[src/rtl/tstamp_pkg.sv]
package tstamp_pkg;

    localparam int TIME_W   = 32;
    localparam int DATE_W   = 32;
    localparam int DATA_W   = 32;
    localparam int ADDR_W   = 2;
    localparam int FLAG_BIT = 0;

    typedef enum logic [ADDR_W-1:0] {
        REG_STAT  = 2'd0,
        REG_TIME  = 2'd1,
        REG_DATE  = 2'd2,
        REG_SPARE = 2'd3
    } reg_sel_e;

    typedef enum logic [1:0] {
        CS_IDLE,
        CS_SWCAP,
        CS_SWFIN,
        CS_HELD
    } cap_state_e;

    typedef struct packed {
        logic [TIME_W-1:0] tm;
        logic [DATE_W-1:0] dt;
    } stamp_t;

    function automatic logic [DATA_W-1:0] pad_time(input logic [TIME_W-1:0] v);
        return DATA_W'(v);
    endfunction

    function automatic logic [DATA_W-1:0] pad_date(input logic [DATE_W-1:0] v);
        return DATA_W'(v);
    endfunction

endpackage

[src/rtl/tstamp_sync.sv]
module tstamp_sync #(
    parameter int STAGES = 2
) (
    input  logic clk_i,
    input  logic rst_i,
    input  logic pin_n_i,
    output logic fall_o
);
    localparam int CHAIN_W = STAGES + 1;

    logic [CHAIN_W-1:0] chain_q;

    always_ff @(posedge clk_i) begin
        if (rst_i) begin
            chain_q <= '1;
        end else begin
            chain_q <= {chain_q[CHAIN_W-2:0], pin_n_i};
        end
    end

    // falling edge of the synchronized level: previous high, current low
    assign fall_o = chain_q[STAGES] & ~chain_q[STAGES-1];

    // one edge yields one single-cycle pulse
    assert_single_fall_R10: assert property (@(posedge clk_i) disable iff (rst_i)
        fall_o |=> !fall_o);

endmodule

[src/rtl/tstamp_ctrl.sv]
module tstamp_ctrl
    import tstamp_pkg::*;
(
    input  logic clk_i,
    input  logic rst_i,
    input  logic hw_fall_i,
    input  logic cap_en_i,
    input  logic stat_wr_i,
    input  logic stat_bit_i,
    output logic flag_o,
    output logic irq_o,
    output logic strobe_o
);
    cap_state_e st_q, st_d;
    logic       irq_q;
    logic       hw_go, sw_go, clr_go;

    always_comb begin
        hw_go  = (st_q == CS_IDLE) && cap_en_i && hw_fall_i;
        sw_go  = (st_q == CS_IDLE) && cap_en_i && stat_wr_i && stat_bit_i && !hw_fall_i;
        clr_go = (st_q == CS_HELD) && stat_wr_i && !stat_bit_i;
        st_d   = st_q;
        unique case (st_q)
            CS_IDLE: begin
                if (hw_go) begin
                    st_d = CS_HELD;
                end else if (sw_go) begin
                    st_d = CS_SWCAP;
                end
            end
            CS_SWCAP: st_d = CS_SWFIN;
            CS_SWFIN: st_d = CS_HELD;
            CS_HELD: begin
                if (clr_go) begin
                    st_d = CS_IDLE;
                end
            end
            default: st_d = CS_IDLE;
        endcase
    end

    always_ff @(posedge clk_i) begin
        if (rst_i) begin
            st_q  <= CS_IDLE;
            irq_q <= 1'b0;
        end else begin
            st_q  <= st_d;
            irq_q <= (st_d == CS_HELD) && (st_q != CS_HELD);
        end
    end

    assign flag_o   = (st_q == CS_HELD);
    assign irq_o    = irq_q;
    assign strobe_o = !rst_i && (hw_go || (st_q == CS_SWCAP));

    // the interrupt marks the first cycle of a set flag and lasts one cycle
    assert_irq_edge_R3: assert property (@(posedge clk_i) disable iff (rst_i)
        irq_o |-> (flag_o && !$past(flag_o)));
    assert_irq_single_R3: assert property (@(posedge clk_i) disable iff (rst_i)
        irq_o |=> !irq_o);

    // the flag holds until a clearing write
    assert_flag_lock_R4: assert property (@(posedge clk_i) disable iff (rst_i)
        (flag_o && !(stat_wr_i && !stat_bit_i)) |=> flag_o);

    // no capture without the enable
    assert_no_enable_R2: assert property (@(posedge clk_i) disable iff (rst_i)
        (!flag_o && st_q == CS_IDLE && !cap_en_i) |=> !flag_o);

    // software request sets the flag two edges after the write edge
    assert_sw_latency_R6: assert property (@(posedge clk_i) disable iff (rst_i)
        sw_go |=> !flag_o ##1 !flag_o ##1 flag_o);

endmodule

[src/rtl/tstamp_hold.sv]
module tstamp_hold
    import tstamp_pkg::*;
(
    input  logic              clk_i,
    input  logic              por_i,
    input  logic              strobe_i,
    input  stamp_t            live_i,
    input  logic              wr_time_i,
    input  logic              wr_date_i,
    input  logic [DATA_W-1:0] wdata_i,
    output stamp_t            held_o
);
    stamp_t held_q;

    always_ff @(posedge clk_i) begin
        if (por_i) begin
            held_q <= '0;
        end else if (strobe_i) begin
            held_q <= live_i;
        end else begin
            if (wr_time_i) begin
                held_q.tm <= wdata_i[TIME_W-1:0];
            end
            if (wr_date_i) begin
                held_q.dt <= wdata_i[DATE_W-1:0];
            end
        end
    end

    assign held_o = held_q;

    // a capture strobe copies exactly the live words
    assert_capture_copy_R1: assert property (@(posedge clk_i) disable iff (por_i)
        strobe_i |=> (held_o == $past(live_i)));

    // a storage write lands when no capture competes
    assert_store_time_R7: assert property (@(posedge clk_i) disable iff (por_i)
        (wr_time_i && !strobe_i) |=> (held_o.tm == $past(wdata_i[TIME_W-1:0])));

endmodule

[src/rtl/tstamp_capture.sv]
module tstamp_capture
    import tstamp_pkg::*;
#(
    parameter int SYNC_STAGES = 2
) (
    input  logic              clk_i,
    input  logic              rst_i,
    input  logic              por_i,
    input  logic              evt_n_i,
    input  logic              cap_en_i,
    input  logic [TIME_W-1:0] time_i,
    input  logic [DATE_W-1:0] date_i,
    input  logic              reg_wr_i,
    input  logic [ADDR_W-1:0] reg_addr_i,
    input  logic [DATA_W-1:0] reg_wdata_i,
    output logic [DATA_W-1:0] reg_rdata_o,
    output logic              irq_o
);
    logic     sys_rst;
    logic     evt_fall;
    logic     flag;
    logic     strobe;
    logic     stat_wr, wr_time, wr_date;
    reg_sel_e sel;
    stamp_t   live, held;

    assign sys_rst = rst_i | por_i;
    assign sel     = reg_sel_e'(reg_addr_i);
    assign live    = '{tm: time_i, dt: date_i};

    assign stat_wr = reg_wr_i && !sys_rst && (sel == REG_STAT);
    assign wr_time = reg_wr_i && !sys_rst && !cap_en_i && (sel == REG_TIME);
    assign wr_date = reg_wr_i && !sys_rst && !cap_en_i && (sel == REG_DATE);

    tstamp_sync #(.STAGES(SYNC_STAGES)) u_sync (
        .clk_i  (clk_i),
        .rst_i  (sys_rst),
        .pin_n_i(evt_n_i),
        .fall_o (evt_fall)
    );

    tstamp_ctrl u_ctrl (
        .clk_i     (clk_i),
        .rst_i     (sys_rst),
        .hw_fall_i (evt_fall),
        .cap_en_i  (cap_en_i),
        .stat_wr_i (stat_wr),
        .stat_bit_i(reg_wdata_i[FLAG_BIT]),
        .flag_o    (flag),
        .irq_o     (irq_o),
        .strobe_o  (strobe)
    );

    tstamp_hold u_hold (
        .clk_i    (clk_i),
        .por_i    (por_i),
        .strobe_i (strobe),
        .live_i   (live),
        .wr_time_i(wr_time),
        .wr_date_i(wr_date),
        .wdata_i  (reg_wdata_i),
        .held_o   (held)
    );

    always_comb begin
        reg_rdata_o = '0;
        unique case (sel)
            REG_STAT:  reg_rdata_o[FLAG_BIT] = flag;
            REG_TIME:  reg_rdata_o = pad_time(held.tm);
            REG_DATE:  reg_rdata_o = pad_date(held.dt);
            default:   reg_rdata_o = '0;
        endcase
    end

    // the system reset alone never disturbs the holding registers
    assert_keep_on_reset_R8: assert property (@(posedge clk_i) disable iff (por_i)
        (rst_i && !por_i) |=> $stable(held));

    // with the flag set the holding registers are frozen
    assert_frozen_flag_R4: assert property (@(posedge clk_i) disable iff (sys_rst)
        (flag && cap_en_i) |=> $stable(held));

    // with the enable high only a capture may change the holding registers
    assert_no_store_enabled_R7: assert property (@(posedge clk_i) disable iff (por_i)
        (cap_en_i && !strobe) |=> $stable(held));

endmodule

[config.mk]
export PLATFORM = sky130hd
export DESIGN_NAME = tstamp_capture
export DESIGN_NICKNAME = d
export VERILOG_FILES = /design/src/rtl/tstamp_pkg.sv /design/src/rtl/tstamp_sync.sv /design/src/rtl/tstamp_ctrl.sv /design/src/rtl/tstamp_hold.sv /design/src/rtl/tstamp_capture.sv
export SDC_FILE = /design/constraint.sdc
export NUM_CORES = 1
export LEC_CHECK = 0
export BUFFER_PORTS_ARGS = -buffer_cell sky130_fd_sc_hd__buf_2
export CAP_MARGIN = 20
export CORE_ASPECT_RATIO = 0.5
export CORE_MARGIN = 2
export CORE_UTILIZATION = 49
export DETAILED_ROUTE_END_ITERATION = 8
export GPL_ROUTABILITY_DRIVEN = 0
export PLACE_DENSITY = 0.8
export SYNTH_ARGS = -nofsm -noshare
export SYNTH_HDL_FRONTEND = slang
export SYNTH_SLANG_ARGS = --single-unit
[constraint.sdc]
create_clock -name clk_i -period 1.86 [get_ports clk_i]
set_input_delay 0.279 -clock clk_i [delete_from_list [all_inputs] [get_ports clk_i]]
set_output_delay 0.279 -clock clk_i [all_outputs]
set_load 0.05 [all_outputs]
======== After elaboration in Yosys (flattened, before gate mapping) ========
Index checks and enable logic that the tools add are counted.
operators by class
  equality and inequality tests ........... 7
  muxes and demuxes ....................... 9
  bitwise operators ....................... 3
  reductions and logical operators ........ 23
operator list
  cell                  count
  $mux W32              2
  $mux W64              1
  $pmux W31 S2          1
  $logic_and A1 B1 Y1   14
  $eq A2 B2 Y1 const B  4
  $pmux W2 S4           1
  $mux W2               3
  $eq A2 B1 Y1 const B  2
  $logic_not A1 Y1      4
  $logic_not A2 Y1      2
  $reduce_bool A2 Y1    2
  $pmux W1 S3           1
  $ne A2 B2 Y1 const B  1
  $and A1 B1 Y1         1
  $logic_or A1 B1 Y1    1
  $not A1 Y1            1
  $or A1 B1 Y1          1
word-level totals
  bits in registers ....................... 70
  bits of input ports ..................... 104
  output and inout port bits .............. 33
  word-level logic and storage cells ...... 47

======== Logic depth before layout (Yosys ltp) ========
Gate-level depths: netlist of the first run.
  depth in word-level cells ............... 12
  mapped depth ............................ 8
  gate-level depth less buffers ........... 6

======== Modules after synthesis ========
From an unflattened synthesis of the first run, not the netlist that was laid out.
unflattened totals
  cell total of the unflattened synthesis .. 393
  area, all modules ....................... 3991.3 um^2
by module, submodules not included
  module          times used  cells an instance  area each (um^2)  seq. area each (um^2)
  tstamp_hold     1           285                3168.0            1281.2
  tstamp_capture  1           86                 599.3             0.0
  tstamp_ctrl     1           15                 138.9             60.1
  tstamp_sync     1           7                  85.1              60.1

======== Least setup slack after synthesis of the first run ========
No wires, ideal clock.
  path kind ............................... input to output
  start point ............................. input port reg_addr_i[1]
  end point ............................... output port reg_rdata_o[0]
  arrival time ............................ 1861 ps
  data required time ...................... 1581 ps
  setup slack ............................. -280 ps
  stages .................................. 6
  path buffers ............................ 2
  cells stage by stage .................... inv_1 ha_1 clkbuf_1 clkbuf_1 a22oi_1 a21oi_1
on the way
  longest elaborated chain between the ends .. 2
  elaborated cells between the ends (all ways) .. 4
  classes of those cells .................. eq/ne: 2; mux: 1; reduce/logical: 1
ends and longest elaborated chain
  item                                  line                  text
  start: declaration                    tstamp_capture.sv:14  input logic [ADDR_W-1:0] reg_addr_i,
  $eq A2 B2 Y1 (tied with other cells)  tstamp_capture.sv:67  unique case (sel)
  $pmux W1 S3 *                         tstamp_capture.sv:67
  end: declaration                      tstamp_capture.sv:16  output logic [DATA_W-1:0] reg_rdata_o,
Every way passes the cells marked *; elsewhere a longest branch is shown, timed or not.

======== Worst setup path in the final report of the first run ========
  start point ............................. input port reg_addr_i[0]
  end point ............................... output port reg_rdata_o[0]
The elaborated chain is that of the path after synthesis.

==> results.md, run 1 <==
* Vias per inst at 5.487
* Post-route ant nets at 0
* Period utilization at 93.14%
* Min-delay worst type: input pin to flop
* I/O Pins at 137
* Dpl hpwl at 6555 µm
* Worst-margin pin slew at 760.3 ps
* Yosys reg bits at 70
* Clk buf depth at 2
* Area delta synth->final at 32.31%
* Worst IR drop on VDD at 476.5 µV
* CP Launch Type: input pin
* Commonest cells post-synth: nand2_1 (95), dfxtp_1 (70), nor2_1 (65), a311oi_1 (53), a22oi_1 (32)
* Final Cell Area at 4703 µm²
* Crit path launch: reg_addr_i[0]
* Crit. End Element: primary output
* Leakage Power at 1.800 nW
* # rows at 21
* Syn Area/Cell at 8.267 µm²
* # Post-CTS Setup Buffers at 0
* Final TNS setup at 0 ps
* Cell Count Post-Placement at 631
* Final setup fails at 0
* DIE HEIGHT at 64.23 µm
* Fin. Hold Viols at 0
* Die Area at 7993 µm²
* DR WL/cell at 14.66 µm
* Final slew viol count at 0
* RR Startpoint: u_ctrl.st_q[1]
* PortBufs at 136
* Post-synth cell types at 31
* CTS Buf Count at 9
* Die W at 124.5 µm
* CP arrival at 1450 ps
* Initial Utilization at 51.83%
* Worst-path clk slew at 50 ps
* # diodes at 0
* Most common cell in the netlist: nand2_1
* Largest area contributor in the netlist: dfxtp_1
* Sink Count at 70
* Crit Path Category: input pin to primary output
* Crit-path max FO at 16
* CTS tree: built
* Clock Latency Late Sink at 330 ps
* Status: finished, final reports clean
* Initial antenna violation count at 0
* Drt pass-1 iters at 4
* Gr usage total at 24.04%
* CP required at 1580 ps
* PnR worst setup slack at 127.5 ps
* Share of layout cells above drive strength 1 at 37.66%
* Netlist Area Pre-Place at 3555 µm²
* Starting DRT DRC Count at 175
* Root buf cell: clkbuf_16
* Placed cell area at 4384 µm²
* Max-Cap Viols at 0
* Number of flops mapped to enable cells by yosys at 0
* Clk_skew at 4.232 ps
* Fmax at 577.2 MHz
* Synth top area share at 39.42%
* FFs w/ async S/R, synth at 0%
* Total Power at 3.770 mW
* PD cells at 801.7 nW/µm²
* Syn Nets at 538
* Finished Layout Cells at 647
* Overflow after GRT at 0
* # DRC at 0
* Total number of vias at 3550
* Syn. warnings at 0
* Dpl ws at 47.94 ps
* Cells after synthesis at 430
* Hold path start: evt_n_i
* Largest net degree at the start of global routing at 68
* Final min period at 1732 ps
* Nets@finish at 658
* Primary FF master, synth: dfxtp_1
* Post-synthesis sequential area ratio at 39.42%
* Max H-tree Level at 3
* First-pass GRT wire length at 15680 µm
* Total Wirelength at 9486 µm
* Vias in the first global route at 3481
* Core region area at 6858 µm²
* Synth area leaders: dfxtp_1 (39%), a311oi_1 (13%), nand2_1 (10%)
* Unrepaired setup endpoints after global routing: no
* Slew HR at 49.31%
[layer usage]
metal	routed length [µm]	global-route usage [%]
met1	4230	28.71
met3	598	6.616
met2	4575	43.17
met4	81	6.320
met5	0	0
[sequential cells by signal, indices dropped and copies added (netlist names)]
signal and count:
u_ctrl.irq_o 1, u_sync.chain_q 3, u_hold.held_o 64, u_ctrl.st_q 2
[worst paths after layout]
check / to / slack, ps / cells past startpoint
setup / recovery: reg_rdata_o[0] / 130 / 7
hold / removal: u_sync.chain_q[0] / 130 / 2
setup reg to reg: u_hold.held_o[8] / 160 / 5
hold reg to reg: u_sync.chain_q[1] / 400 / 1
[cell type report]
class,count,area (µm²)
inverter,3,11.26
clock inverter,4,70.07
tap,92,115.1
clock buffer,12,246.5
sequential,70,1401
fill,588,2155
multi-input combinational,315,1988
timing repair buffer,151,870.8
[through the flow]
| step | hold WS (ps) | util (%) |
|---|---|---|
| 2_1_floorplan | 377.8 | - |
| 3_3_place_gp | 386.4 | 63.93 |
| 3_5_place_dp | 394.0 | 63.93 |
| 4_1_cts | 120.2 | 68.55 |
| 5_1_grt | 148.1 | 68.58 |
| 6_report | 127.9 | 68.58 |
[placed cells by master (no fill, tap or decap), types with 2 or more instances in the layout]
| master | netlist | layout |
|---|---|---|
| nor2_1 | 65 | 65 |
| nor2b_2 | 0 | 29 |
| nand3b_1 | 2 | 2 |
| buf_2 | 10 | 135 |
| ha_1 | 4 | 4 |
| clkbuf_1 | 22 | 2 |
| buf_12 | 0 | 6 |
| clkinv_2 | 0 | 2 |
| clkbuf_16 | 0 | 9 |
| a21o_1 | 2 | 2 |
| a311oi_1 | 53 | 53 |
| a31oi_1 | 2 | 2 |
| dfxtp_1 | 70 | 70 |
| buf_4 | 4 | 9 |
| a311oi_2 | 10 | 10 |
| bufinv_16 | 0 | 2 |
| inv_1 | 3 | 3 |
| or3_1 | 3 | 3 |
| nor2b_1 | 31 | 2 |
| a31oi_4 | 2 | 2 |
| nand2_1 | 95 | 95 |
| a22oi_1 | 32 | 32 |
[report_power, final]
group / internal [mW] / switching, mW / leakage [nW]
Clock: 1.21 / 0.593 / 0.157
Sequential: 1.54 / 0.0199 / 0.567
Combinational: 0.187 / 0.224 / 1.08
Total: 2.93 / 0.837 / 1.80
[timing repair]
action,CTS,global route
hold endpoints to repair,0,0
hold buffers,0,0
resized for setup,0,1
setup endpoints to repair,0,1
[worst max-delay path, stage by stage]
cell and delay, ps:
buf_2 120, inv_1 80, ha_1 200, buf_4 240, a22oi_1 130, a21oi_2 160, clkbuf_4 240
[cell families after synthesis]
family	synth area share, %
flip-flops	39.42
adder cells (fa/ha/maj)	1.408
buffers and inverters	6.793
AND/OR/NAND/NOR	24.74
multiplexers	0.2816
AO/OA/AOI/OAI	27.35
Power figures use the tool's default switching activity.
==> run 2, diff against run 1 <==
--- a/config.mk
+++ b/config.mk
@@ -9,10 +9,11 @@
 export CAP_MARGIN = 20
 export CORE_ASPECT_RATIO = 0.5
 export CORE_MARGIN = 2
-export CORE_UTILIZATION = 49
+export CORE_UTILIZATION = 30
 export DETAILED_ROUTE_END_ITERATION = 8
 export GPL_ROUTABILITY_DRIVEN = 0
-export PLACE_DENSITY = 0.8
+export HOLD_SLACK_MARGIN = 0.1
 export SYNTH_ARGS = -nofsm -noshare
 export SYNTH_HDL_FRONTEND = slang
+export SYNTH_HIERARCHICAL = 1
 export SYNTH_SLANG_ARGS = --single-unit
==> results.md, run 2 <==
* Status: finished, final reports clean
* Primary FF master, synth: dfxtp_1
* Worst-path clk slew at 50 ps (about the same)
* PD cells at 659.3 nW/µm² (-18%)
* Netlist Area Pre-Place at 3991 µm² (+12%)
* First-pass GRT wire length at 17100 µm (+9.1%)
* Die Area at 14300 µm² (+79%)
* Clk_skew at 7.660 ps (+3.428 ps)
* Post-synth cell types at 27 (-13%)
* Most common cell in the netlist: nor2b_1
* Initial Utilization at 31.16% (-21 points)
* CP required at 1580 ps (about the same)
* # diodes at 0 (unchanged)
* DR WL/cell at 15.58 µm (+6.3%)
* FFs w/ async S/R, synth at 0% (unchanged)
* Most frequent cells in the layout: buf_2 (135), nor2b_1 (96), dfxtp_1 (70)
* Post-synthesis sequential area ratio at 35.11% (-4.3 points)
* # DRC at 0 (unchanged)
* Crit Path Category: input pin to primary output
* Total number of vias at 3381 (-4.8%)
* Gr usage total at 15.09% (-9.0 points)
* CTS tree: built
* Share of layout cells above drive strength 1 at 38.17% (+0.51 points)
* Vias per inst at 4.872 (-11%)
* Fin. Hold Viols at 0 (unchanged)
* Max-Cap Viols at 0 (unchanged)
* Largest area contributor in the netlist: dfxtp_1
* Synth top area share at 35.11% (-4.3 points)
* Syn Nets at 501 (-6.9%)
* Slew HR at 39.99% (-9.3 points)
* Area delta synth->final at 28.75%
* Sink Count at 70 (unchanged)
* Fmax at 564.4 MHz (-2.2%)
* Period utilization at 95.26% (+2.1 points)
* Starting DRT DRC Count at 114 (-35%)
* Clk buf depth at 2 (unchanged)
* Cells after synthesis at 393 (-8.6%)
* Reg power frac at 45.2% (+3.8 points)
* CP Launch Type: input pin
* Switching power summed over all nets at 0.7778 mW (-7.1%)
* Synth area leaders: dfxtp_1 (35%), mux2i_1 (16%), nor2b_1 (15%)
* Worst-margin pin slew at 900.1 ps (+139.8 ps)
* Core region area at 12810 µm² (+87%)
* Nets@finish at 629 (-4.4%)
* # Post-CTS Setup Buffers at 0 (unchanged)
* CTS Buf Count at 9 (unchanged)
* Final setup fails at 0 (unchanged)
* Placed cell area at 4880 µm² (+11%)
* Clock Latency Late Sink at 320 ps (about the same)
* Int Power at 2.610 mW (-11%)
* Largest net degree at the start of global routing at 65 (-4.4%)
* Worst IR drop on VDD at 332.4 µV (-30%)
* Final Cell Area at 5139 µm² (+9.3%)
* Max H-tree Level at 3 (unchanged)
* Vias in the first global route at 3403 (-2.2%)
* Post-route ant nets at 0 (unchanged)
* DIE HEIGHT at 85.56 µm (+33%)
* Cell Count Post-Placement at 680 (+7.8%)
* Hold buffers post-CTS at 0 (unchanged)
* CP arrival at 1490 ps (+40 ps)
* Crit. End Element: primary output
* Die W at 167.1 µm (+34%)
* Finished Layout Cells at 694 (+7.3%)
* Sw Share at 22.96% (+0.75 points)
* # rows at 29 (+38%)
* Final min period at 1772 ps (+39.42 ps)
* Root buf cell: clkbuf_16
* PortBufs at 136 (unchanged)
* Post-cts resize count at 0 (unchanged)
* Max reg flops at 64 (unchanged)
* Syn. warnings at 6 (+6)
* I/O Pins at 137 (unchanged)
* Commonest cells post-synth: nor2b_1 (96), dfxtp_1 (70), mux2i_1 (64), a211oi_1 (41), a22oi_1 (31)
* Most common cell after layout, fill and taps aside: buf_2
* Unrepaired setup endpoints after global routing: no
* Syn Area/Cell at 10.16 µm² (+23%)
* Final slew viol count at 0 (unchanged)
* Dpl hpwl at 7568 µm (+15%)
* Crit-path max FO at 17 (+1)
* Overflow after GRT at 0 (unchanged)
* Number of flops mapped to enable cells by yosys at 0 (unchanged)
* Drt pass-1 iters at 4 (unchanged)
* Initial antenna violation count at 0 (unchanged)
* Comb power frac at 10.3% (-0.6 points)
* Total Wirelength at 10820 µm (+14%)
* Leakage Power at 1.867 nW (+3.7%)
* Min-delay worst type: input pin to flop
* Yosys reg bits at 70 (unchanged)
* Clk network pwr share at 44.4% (-3.3 points)
[run 2: path summary, 6_finish.rpt]
| check | startpoint | endpoint | slack [ps] | cells after the start |
|---|---|---|---|---|
| hold reg to reg | u_sync/chain_q[0] | u_sync/chain_q[1] | 400 | 1 |
| hold / removal | evt_n_i | u_sync/chain_q[0] | 150 | 2 |
| setup / recovery | reg_addr_i[0] | reg_rdata_o[10] | 90 | 7 |
| setup reg to reg | u_sync/chain_q[2] | u_hold/held_o[22] | 250 | 7 |
[run 2: metal layers]
metal	track usage, %	part of all wire [%]
met1	18.68	47
met2	26.49	49
met3	3.738	2.9
met4	4.075	0.53
met5	0	0
[run 2: power by group through the flow]
stage / Sequential [mW] / Combinational (mW) / Clock [mW]
after global routing: 1.53 / 0.379 / 1.64
after detailed placement: 1.56 / 0.353 / 0
final: 1.53 / 0.349 / 1.51
after global placement: 1.56 / 0.350 / 0
after floorplan: 1.56 / 0.166 / 0
after CTS: 1.53 / 0.354 / 1.58
[run 2: cell families after synthesis]
kind of cell | synth area share, %
muxes | 16.05
adders and majority gates | 1.254
AOI/OAI and AO/OA | 22.23
buffers and inverters | 7.900
DFF | 35.11
and+or+nand+nor | 17.46
[run 2: through the flow]
step	util [%]	power [mW]	setup slack [ps]	hold WS [ps]	TNS [ps]
final	40.12	3.388	88.10	151.5	0
after global placement	38.10	1.914	2.808	383.7	0
after floorplan	-	1.728	21.10	378.9	0
after global routing	40.12	3.556	1.376	154.7	0
after detailed placement	38.10	1.917	-19.95	391.5	-170.9
after CTS	40.10	3.464	55.96	131.4	0
[run 2: critical path, stage by stage]
cell	delay, ps
buf_2	120
inv_1	80
ha_1	320
buf_12	200
a22oi_1	80
nor2b_1	130
buf_2	280
[run 2: layout make-up]
class                   instances  area [µm²]
inverters                       4       15.01
well taps                     170       212.7
clock inverters                 2       10.01
flip-flops and latches         70        1401
multi-input cells             280        2282
clock buffers                  12       246.5
fillers                      1291        7670
repair buffers                156       970.9
